[src/rtl/flb_pkg.sv]
package flb_pkg;

   // Source of the duty loaded at each PWM wrap
   typedef enum logic {
      DUTY_SRC_MANUAL = 1'b0,
      DUTY_SRC_AUTO   = 1'b1
   } duty_src_e;

   // Last counter value for a given period; periods 0 and 1 both hold at 0
   function automatic logic [31:0] last_count(input logic [31:0] period);
      return (period == 32'd0) ? 32'd0 : period - 32'd1;
   endfunction

endpackage

[src/rtl/flb_frame_stats.sv]
module flb_frame_stats #(
   parameter int LUMA_W    = 8,
   parameter int CNT_W     = 20,
   parameter bit USE_SHIFT = 1'b0,
   parameter int LOG2_PIX  = 0
) (
   input  logic              clk,
   input  logic              rst_n,
   input  logic [LUMA_W-1:0] luma_i,
   input  logic              luma_vld_i,
   input  logic              frame_start_i,
   input  logic [CNT_W-1:0]  pix_count_i,
   output logic [LUMA_W-1:0] mean_o
);
   localparam int SUM_W    = LUMA_W + CNT_W;
   localparam int MEAN_MAX = (1 << LUMA_W) - 1;

   logic [SUM_W-1:0]  acc_q;
   logic [SUM_W-1:0]  quot;
   logic [LUMA_W-1:0] mean_q;
   logic [LUMA_W-1:0] mean_c;
   logic              seen_q;

   // Divider variant chosen at elaboration
   generate
      if (USE_SHIFT) begin : g_shift
         always_comb quot = acc_q >> LOG2_PIX;
      end else begin : g_div
         always_comb begin
            if (pix_count_i == '0) quot = '0;
            else                   quot = acc_q / SUM_W'(pix_count_i);
         end
      end
   endgenerate

   always_comb begin
      if (quot > SUM_W'(MEAN_MAX)) mean_c = LUMA_W'(MEAN_MAX);
      else                         mean_c = quot[LUMA_W-1:0];
   end

   always_ff @(posedge clk or negedge rst_n) begin
      if (!rst_n) begin
         acc_q  <= '0;
         mean_q <= '0;
         seen_q <= 1'b0;
      end else if (frame_start_i) begin
         if (seen_q) mean_q <= mean_c;
         seen_q <= 1'b1;
         acc_q  <= luma_vld_i ? SUM_W'(luma_i) : '0;
      end else if (luma_vld_i) begin
         acc_q  <= acc_q + SUM_W'(luma_i);
      end
   end

   assign mean_o = mean_q;

endmodule

[src/rtl/flb_duty_map.sv]
module flb_duty_map #(
   parameter int LUMA_W = 8,
   parameter int PER_W  = 12
) (
   input  logic [LUMA_W-1:0] mean_i,
   input  logic [PER_W-1:0]  min_i,
   input  logic [PER_W-1:0]  max_i,
   output logic [PER_W-1:0]  duty_o
);
   localparam int PROD_W   = PER_W + LUMA_W;
   localparam int MEAN_MAX = (1 << LUMA_W) - 1;

   logic [PER_W-1:0]  span;
   logic [PROD_W-1:0] prod;
   logic [PROD_W-1:0] scaled;

   always_comb begin
      span   = (max_i >= min_i) ? (max_i - min_i) : '0;
      prod   = PROD_W'(span) * PROD_W'(mean_i);
      scaled = prod / PROD_W'(MEAN_MAX);
      duty_o = min_i + scaled[PER_W-1:0];
   end

endmodule

[src/rtl/flb_pwm_core.sv]
module flb_pwm_core
   import flb_pkg::*;
#(
   parameter int PER_W = 12
) (
   input  logic             clk,
   input  logic             rst_n,
   input  logic [PER_W-1:0] period_i,
   input  logic [PER_W-1:0] duty_sel_i,
   output logic             pwm_o,
   output logic             wrap_o,
   output logic [PER_W-1:0] duty_act_o
);
   logic [PER_W-1:0] cnt_q, cnt_n;
   logic [PER_W-1:0] duty_q, duty_n;
   logic [PER_W-1:0] last_cnt;
   logic             pwm_q;
   logic             wrap;

   always_comb begin
      last_cnt = PER_W'(last_count(32'(period_i)));
      wrap     = (cnt_q >= last_cnt);
      cnt_n    = wrap ? '0 : cnt_q + 1'b1;
      duty_n   = wrap ? duty_sel_i : duty_q;
   end

   always_ff @(posedge clk or negedge rst_n) begin
      if (!rst_n) begin
         cnt_q  <= '0;
         duty_q <= '0;
         pwm_q  <= 1'b0;
      end else begin
         cnt_q  <= cnt_n;
         duty_q <= duty_n;
         pwm_q  <= (cnt_n < duty_n);
      end
   end

   assign pwm_o      = pwm_q;
   assign wrap_o     = wrap;
   assign duty_act_o = duty_q;

endmodule

[src/rtl/flb_backlight_pwm.sv]
module flb_backlight_pwm
   import flb_pkg::*;
#(
   parameter int LUMA_W    = 8,
   parameter int CNT_W     = 20,
   parameter int PER_W     = 12,
   parameter bit USE_SHIFT = 1'b0,
   parameter int LOG2_PIX  = 0
) (
   input  logic              clk,
   input  logic              rst_n,
   input  logic [LUMA_W-1:0] luma_i,
   input  logic              luma_vld_i,
   input  logic              frame_start_i,
   input  logic              mode_auto_i,
   input  logic [PER_W-1:0]  man_duty_i,
   input  logic [PER_W-1:0]  duty_min_i,
   input  logic [PER_W-1:0]  duty_max_i,
   input  logic [PER_W-1:0]  period_i,
   input  logic [CNT_W-1:0]  pix_count_i,
   output logic              pwm_o,
   output logic [LUMA_W-1:0] frame_mean_o
);
   // Elaboration-time parameter checks
   generate
      if (LUMA_W < 2 || LUMA_W > 16) begin : g_bad_luma
         $error("flb_backlight_pwm: LUMA_W out of range");
      end
      if (PER_W < 2 || PER_W > 24) begin : g_bad_per
         $error("flb_backlight_pwm: PER_W out of range");
      end
      if (CNT_W < 1 || LUMA_W + CNT_W > 48) begin : g_bad_cnt
         $error("flb_backlight_pwm: CNT_W out of range");
      end
      if (USE_SHIFT && (LOG2_PIX < 0 || LOG2_PIX > CNT_W)) begin : g_bad_shift
         $error("flb_backlight_pwm: LOG2_PIX out of range");
      end
   endgenerate

   logic [LUMA_W-1:0] mean_w;
   logic [PER_W-1:0]  auto_duty_w;
   logic [PER_W-1:0]  sel_duty_w;
   logic [PER_W-1:0]  duty_act_w;
   logic              wrap_w;
   duty_src_e         src_w;

   flb_frame_stats #(
      .LUMA_W   (LUMA_W),
      .CNT_W    (CNT_W),
      .USE_SHIFT(USE_SHIFT),
      .LOG2_PIX (LOG2_PIX)
   ) u_stats (
      .clk          (clk),
      .rst_n        (rst_n),
      .luma_i       (luma_i),
      .luma_vld_i   (luma_vld_i),
      .frame_start_i(frame_start_i),
      .pix_count_i  (pix_count_i),
      .mean_o       (mean_w)
   );

   flb_duty_map #(
      .LUMA_W(LUMA_W),
      .PER_W (PER_W)
   ) u_map (
      .mean_i(mean_w),
      .min_i (duty_min_i),
      .max_i (duty_max_i),
      .duty_o(auto_duty_w)
   );

   always_comb begin
      src_w      = mode_auto_i ? DUTY_SRC_AUTO : DUTY_SRC_MANUAL;
      sel_duty_w = (src_w == DUTY_SRC_AUTO) ? auto_duty_w : man_duty_i;
   end

   flb_pwm_core #(
      .PER_W(PER_W)
   ) u_pwm (
      .clk       (clk),
      .rst_n     (rst_n),
      .period_i  (period_i),
      .duty_sel_i(sel_duty_w),
      .pwm_o     (pwm_o),
      .wrap_o    (wrap_w),
      .duty_act_o(duty_act_w)
   );

   assign frame_mean_o = mean_w;

endmodule

[config.mk]
export PLATFORM = sky130hd
export DESIGN_NAME = flb_backlight_pwm
export DESIGN_NICKNAME = d
export VERILOG_FILES = /design/src/rtl/flb_pkg.sv /design/src/rtl/flb_frame_stats.sv /design/src/rtl/flb_duty_map.sv /design/src/rtl/flb_pwm_core.sv /design/src/rtl/flb_backlight_pwm.sv
export SDC_FILE = /design/constraint.sdc
export NUM_CORES = 2
export LEC_CHECK = 0
export ABC_CLOCK_PERIOD_IN_PS = 114800
export BUFFER_PORTS_ARGS = -buffer_cell sky130_fd_sc_hd__buf_2
export CAP_MARGIN = 20
export CORE_MARGIN = 2
export CORE_UTILIZATION = 67
export CTS_CLUSTER_DIAMETER = 50
export DETAILED_ROUTE_END_ITERATION = 16
export PLACE_DENSITY = 0.85
export SKIP_CTS_REPAIR_TIMING = 1
export SYNTH_ARGS = -nofsm -noshare
export SYNTH_HDL_FRONTEND = slang
export SYNTH_SLANG_ARGS = --single-unit
[constraint.sdc]
create_clock -name clk -period 114.8 [get_ports clk]
set_input_delay 22.96 -clock clk [delete_from_list [all_inputs] [get_ports clk]]
set_output_delay 22.96 -clock clk [all_outputs]
set_load 0.05 [all_outputs]
==> load_flow_metrics.sql <==
INSERT INTO impl_metrics (metric_group, metric, value, unit) VALUES
('setup_path', 'timing.critical_path.fanout_max', '35', ''),
('power_and_ir_drop', 'p_switching', '58.3', 'uW'),
('power_and_ir_drop', 'netSwitchingFraction', '42.2', '%'),
('die', 'ioPinCount', '90', ''),
('drt', 'route.vias.total', '27500', ''),
('cts', 'cts_tree', 'yes', ''),
('synthesis', 'number_of_flip_flops_and_latches_in_the_synthesized_netlist', '62', ''),
('layout', 'num-fill-cells', '3355', ''),
('synthesis', 'avgSynthCellArea', '7.64', 'um2'),
('place', 'hpwlAfterDp', '56.1', 'mm'),
('drt', 'finalWirelength', '69.6', 'mm'),
('synthesis', 'synth.net_count', '4250', ''),
('setup_path', 'worst_path_arrival', '108.90', 'ns'),
('sta', 'slew_headroom', '26.5', '%'),
('layout', 'final_common_cell', 'ha_1', ''),
('power_and_ir_drop', 'total_leakage_power', '0.0144', 'uW'),
('place', 'dp.cells', '4172', ''),
('global_route', 'gr-max-usage-layer', 'met2', ''),
('synthesis', 'number_of_enable_type_register_cells_in_the_synthesized_netlist', '0', ''),
('layout', 'multiInputGateArea', '25200', 'um2'),
('setup_path', 'timing.critical_path.buf_inv', '18', ''),
('global_route', 'wire_length_of_the_first_global_routing_pass', '118', 'mm'),
('setup_path', 'crit_family', 'compound AO/OA/AOI/OAI gates', ''),
('setup_path', 'start_kind', 'input port', ''),
('synthesis', 'synth_flop_cell', 'dfrtp_1', ''),
('synthesis', 'synth_seq_area_share', '5.58', '%'),
('setup_path', 'maximum_cell_stage_delay_along_the_critical_path', '0.44', 'ns'),
('power_and_ir_drop', 'power_density', '4.73', 'nW/um2'),
('die', 'fp.coreArea', '40900', 'um2'),
('synthesis', 'synthesis.yosys.warnings', '0', ''),
('setup_path', 'criticalPathCategory', 'input port to register', ''),
('drt', 'drt_pass1_iterations', '6', ''),
('sta', 'fmax', '9.20', 'MHz'),
('global_route', 'met1_usage_in_global_routing', '39.4', '%'),
('place', 'place_congestion', '0.977', ''),
('layout', 'seq_area', '1550', 'um2'),
('die', 'site_rows', '74', ''),
('drt', 'detail_route.vias_per_cell', '6.54', ''),
('setup_path', 'worst_path_most_repeated_cell', 'o21a_1', ''),
('setup_path', 'timing.critical_path.to_type', 'register', ''),
('synthesis', 'ys_async_sr_fraction', '100', '%'),
('power_and_ir_drop', 'power.sequential.fraction', '20.9', '%'),
('global_route', 'antenna_found_initial', '3', ''),
('power_and_ir_drop', 'clock_power_share', '22.7', '%'),
('global_route', 'grt_start_max_net_pins', '63', ''),
('global_route', 'met2_capacity_usage_during_global_routing', '55.5', '%'),
('sta', 'maxSlewViolCount', '0', ''),
('die', 'floorplan_die_height', '208', 'um'),
('synthesis', 'synth.distinct_cells', '131', ''),
('die', 'chipWidth', '208', 'um'),
('power_and_ir_drop', 'internal_power', '80.0', 'uW'),
('layout', 'area_growth_syn_to_layout', '5.23', '%'),
('power_and_ir_drop', 'irDropWorstVdd', '0.00985', 'mV'),
('global_route', 'grt_pass1_vias', '26000', ''),
('die', 'area_of_the_die', '43100', 'um2'),
('cts', 'ctsHtreeMaxLevel', '3', ''),
('cts', 'clk_pin_slew_worst_paths', '0.06', 'ns'),
('layout', 'post_route_cells_drive_above_1_share', '12.2', '%'),
('drt', 'drt-wirelength-per-cell', '16.6', 'um'),
('sta', 'final_hold_viol_count', '0', ''),
('layout', 'fin_cells', '4204', ''),
('sta', 'clock-skew-final', '0.00610', 'ns'),
('cts', 'buffer_type_at_the_clock_tree_root', 'clkbuf_16', ''),
('layout', 'layout.cells.most_common_list', '468 x ha_1, 321 x nor2_1, 296 x o21a_1, 296 x nor3_1, 260 x nand2_1', ''),
('power_and_ir_drop', 'fin_total_pwr', '138', 'uW'),
('run', 'maxCapViolations', '0', ''),
('drt', 'drc_violations_left', '0', ''),
('sta', 'worst_slew_pin_slew', '1.10', 'ns'),
('outcome', 'run_status', 'finished, final reports clean', ''),
('place', 'io_buffer_count', '89', ''),
('cts', 'cts.sink_count', '62', '');
final timing paths:
kind / from / endpoint / slack, ns / cells past startpoint
setup / recovery: pix_count_i[9] / u_stats.mean_o[0] / 6.08 / 436
hold / removal: u_stats.seen_q / u_stats.seen_q / 0.49 / 1
setup reg to reg: u_stats.acc_q[27] / u_stats.mean_o[0] / 29.23 / 434
hold reg to reg: u_stats.seen_q / u_stats.seen_q / 0.49 / 1
max in group asynchronous: rst_n / u_stats.mean_o[2] / 91.44 / 2
min in group asynchronous: rst_n / u_pwm.cnt_q[9] / 22.77 / 2
layer usage:
metal	vias to the layer above	share of wire, %
met4	2	2.6
met1	12800	45
met2	866	47
met5	-	0.092
li1	13600	-
met3	156	5.3
power by group through the flow:
| stage | sequential (uW) | clock (uW) | combinational, uW |
|---|---|---|---|
| 5_1_grt | 29.3 | 32.2 | 89.4 |
| 3_3_place_gp | 29.1 | 0 | 73.6 |
| 6_report | 28.9 | 31.4 | 78.0 |
| 4_1_cts | 28.9 | 31.3 | 77.1 |
| 2_1_floorplan | 28.9 | 0 | 59.6 |
| 3_5_place_dp | 29.2 | 0 | 76.4 |
kinds of logic after synthesis:
logic type / count (synthesis) / synth area share [%]
AOI/OAI and AO/OA: 1050 / 27.1
xor gates and xnor gates: 157 / 4.97
buffers and inverters: 290 / 4.27
and+or+nand+nor: 1343 / 24.3
DFF: 62 / 5.58
adders and majority gates: 533 / 25.7
muxes: 203 / 8.11
cell usage after synthesis, types with 60 or more instances:
library cell / count / share of area [%]
nor3_1: 297 / 5.3
fa_1: 63 / 4.5
a21o_1: 78 / 2.1
mux2_2: 159 / 6.4
xnor2_1: 96 / 3.0
a21oi_1: 153 / 2.8
and2_1: 82 / 1.8
nand3_1: 79 / 1.4
o21ai_0: 149 / 2.7
dfrtp_1: 62 / 5.6
nand2_1: 262 / 3.5
o21a_1: 296 / 8.0
ha_1: 468 / 21
nor2_1: 322 / 4.3
inv_1: 175 / 2.4
xor2_1: 60 / 1.9
clkbuf_1: 83 / 1.1
worst reg2reg max path: cells and delay by family (launching register included):
| kind | cells | cell delay, ns |
|---|---|---|
| fa+ha+maj | 28 | 7.98 |
| mux | 9 | 2.84 |
| buf+inv | 17 | 3.64 |
| flops | 1 | 0.39 |
| compound gates | 323 | 63.00 |
| simple gates | 57 | 7.54 |
registers in the layout, summed over array words and instances, names as in the netlist:
signal,flops
u_stats.acc_q,28
u_pwm.cnt_q,12
u_pwm.duty_act_o,12
u_stats.mean_o,8
u_pwm.pwm_o,1
u_stats.seen_q,1
through the flow:
step / hold slack (ns) / setup WS, ns / utilization (%) / TNS [ns] / cell area, um2
4_1_cts: 0.485 / 2.11 / 70.7 / 0 / 28900
3_3_place_gp: 0.449 / 4.94 / 69.9 / 0 / 28600
2_1_floorplan: 0.437 / 6.44 / - / 0 / 27800
3_5_place_dp: 0.457 / 2.15 / 69.9 / 0 / 28600
6_report: 0.486 / 6.08 / 71.5 / 0 / 29200
5_1_grt: 0.513 / -0.239 / 71.4 / -0.239 / 29200
final cells by class:
type	count	area share, %
Clock inverter	6	0.321
Timing Repair Buffer	128	2.64
Tap cell	532	2.28
Clock buffer	10	0.817
Inverter	176	2.27
Antenna cell	4	0.0342
Sequential cell	62	5.31
Multi-Input combinational cell	3286	86.3
Note: power is estimated with default switching activity, not from simulation.
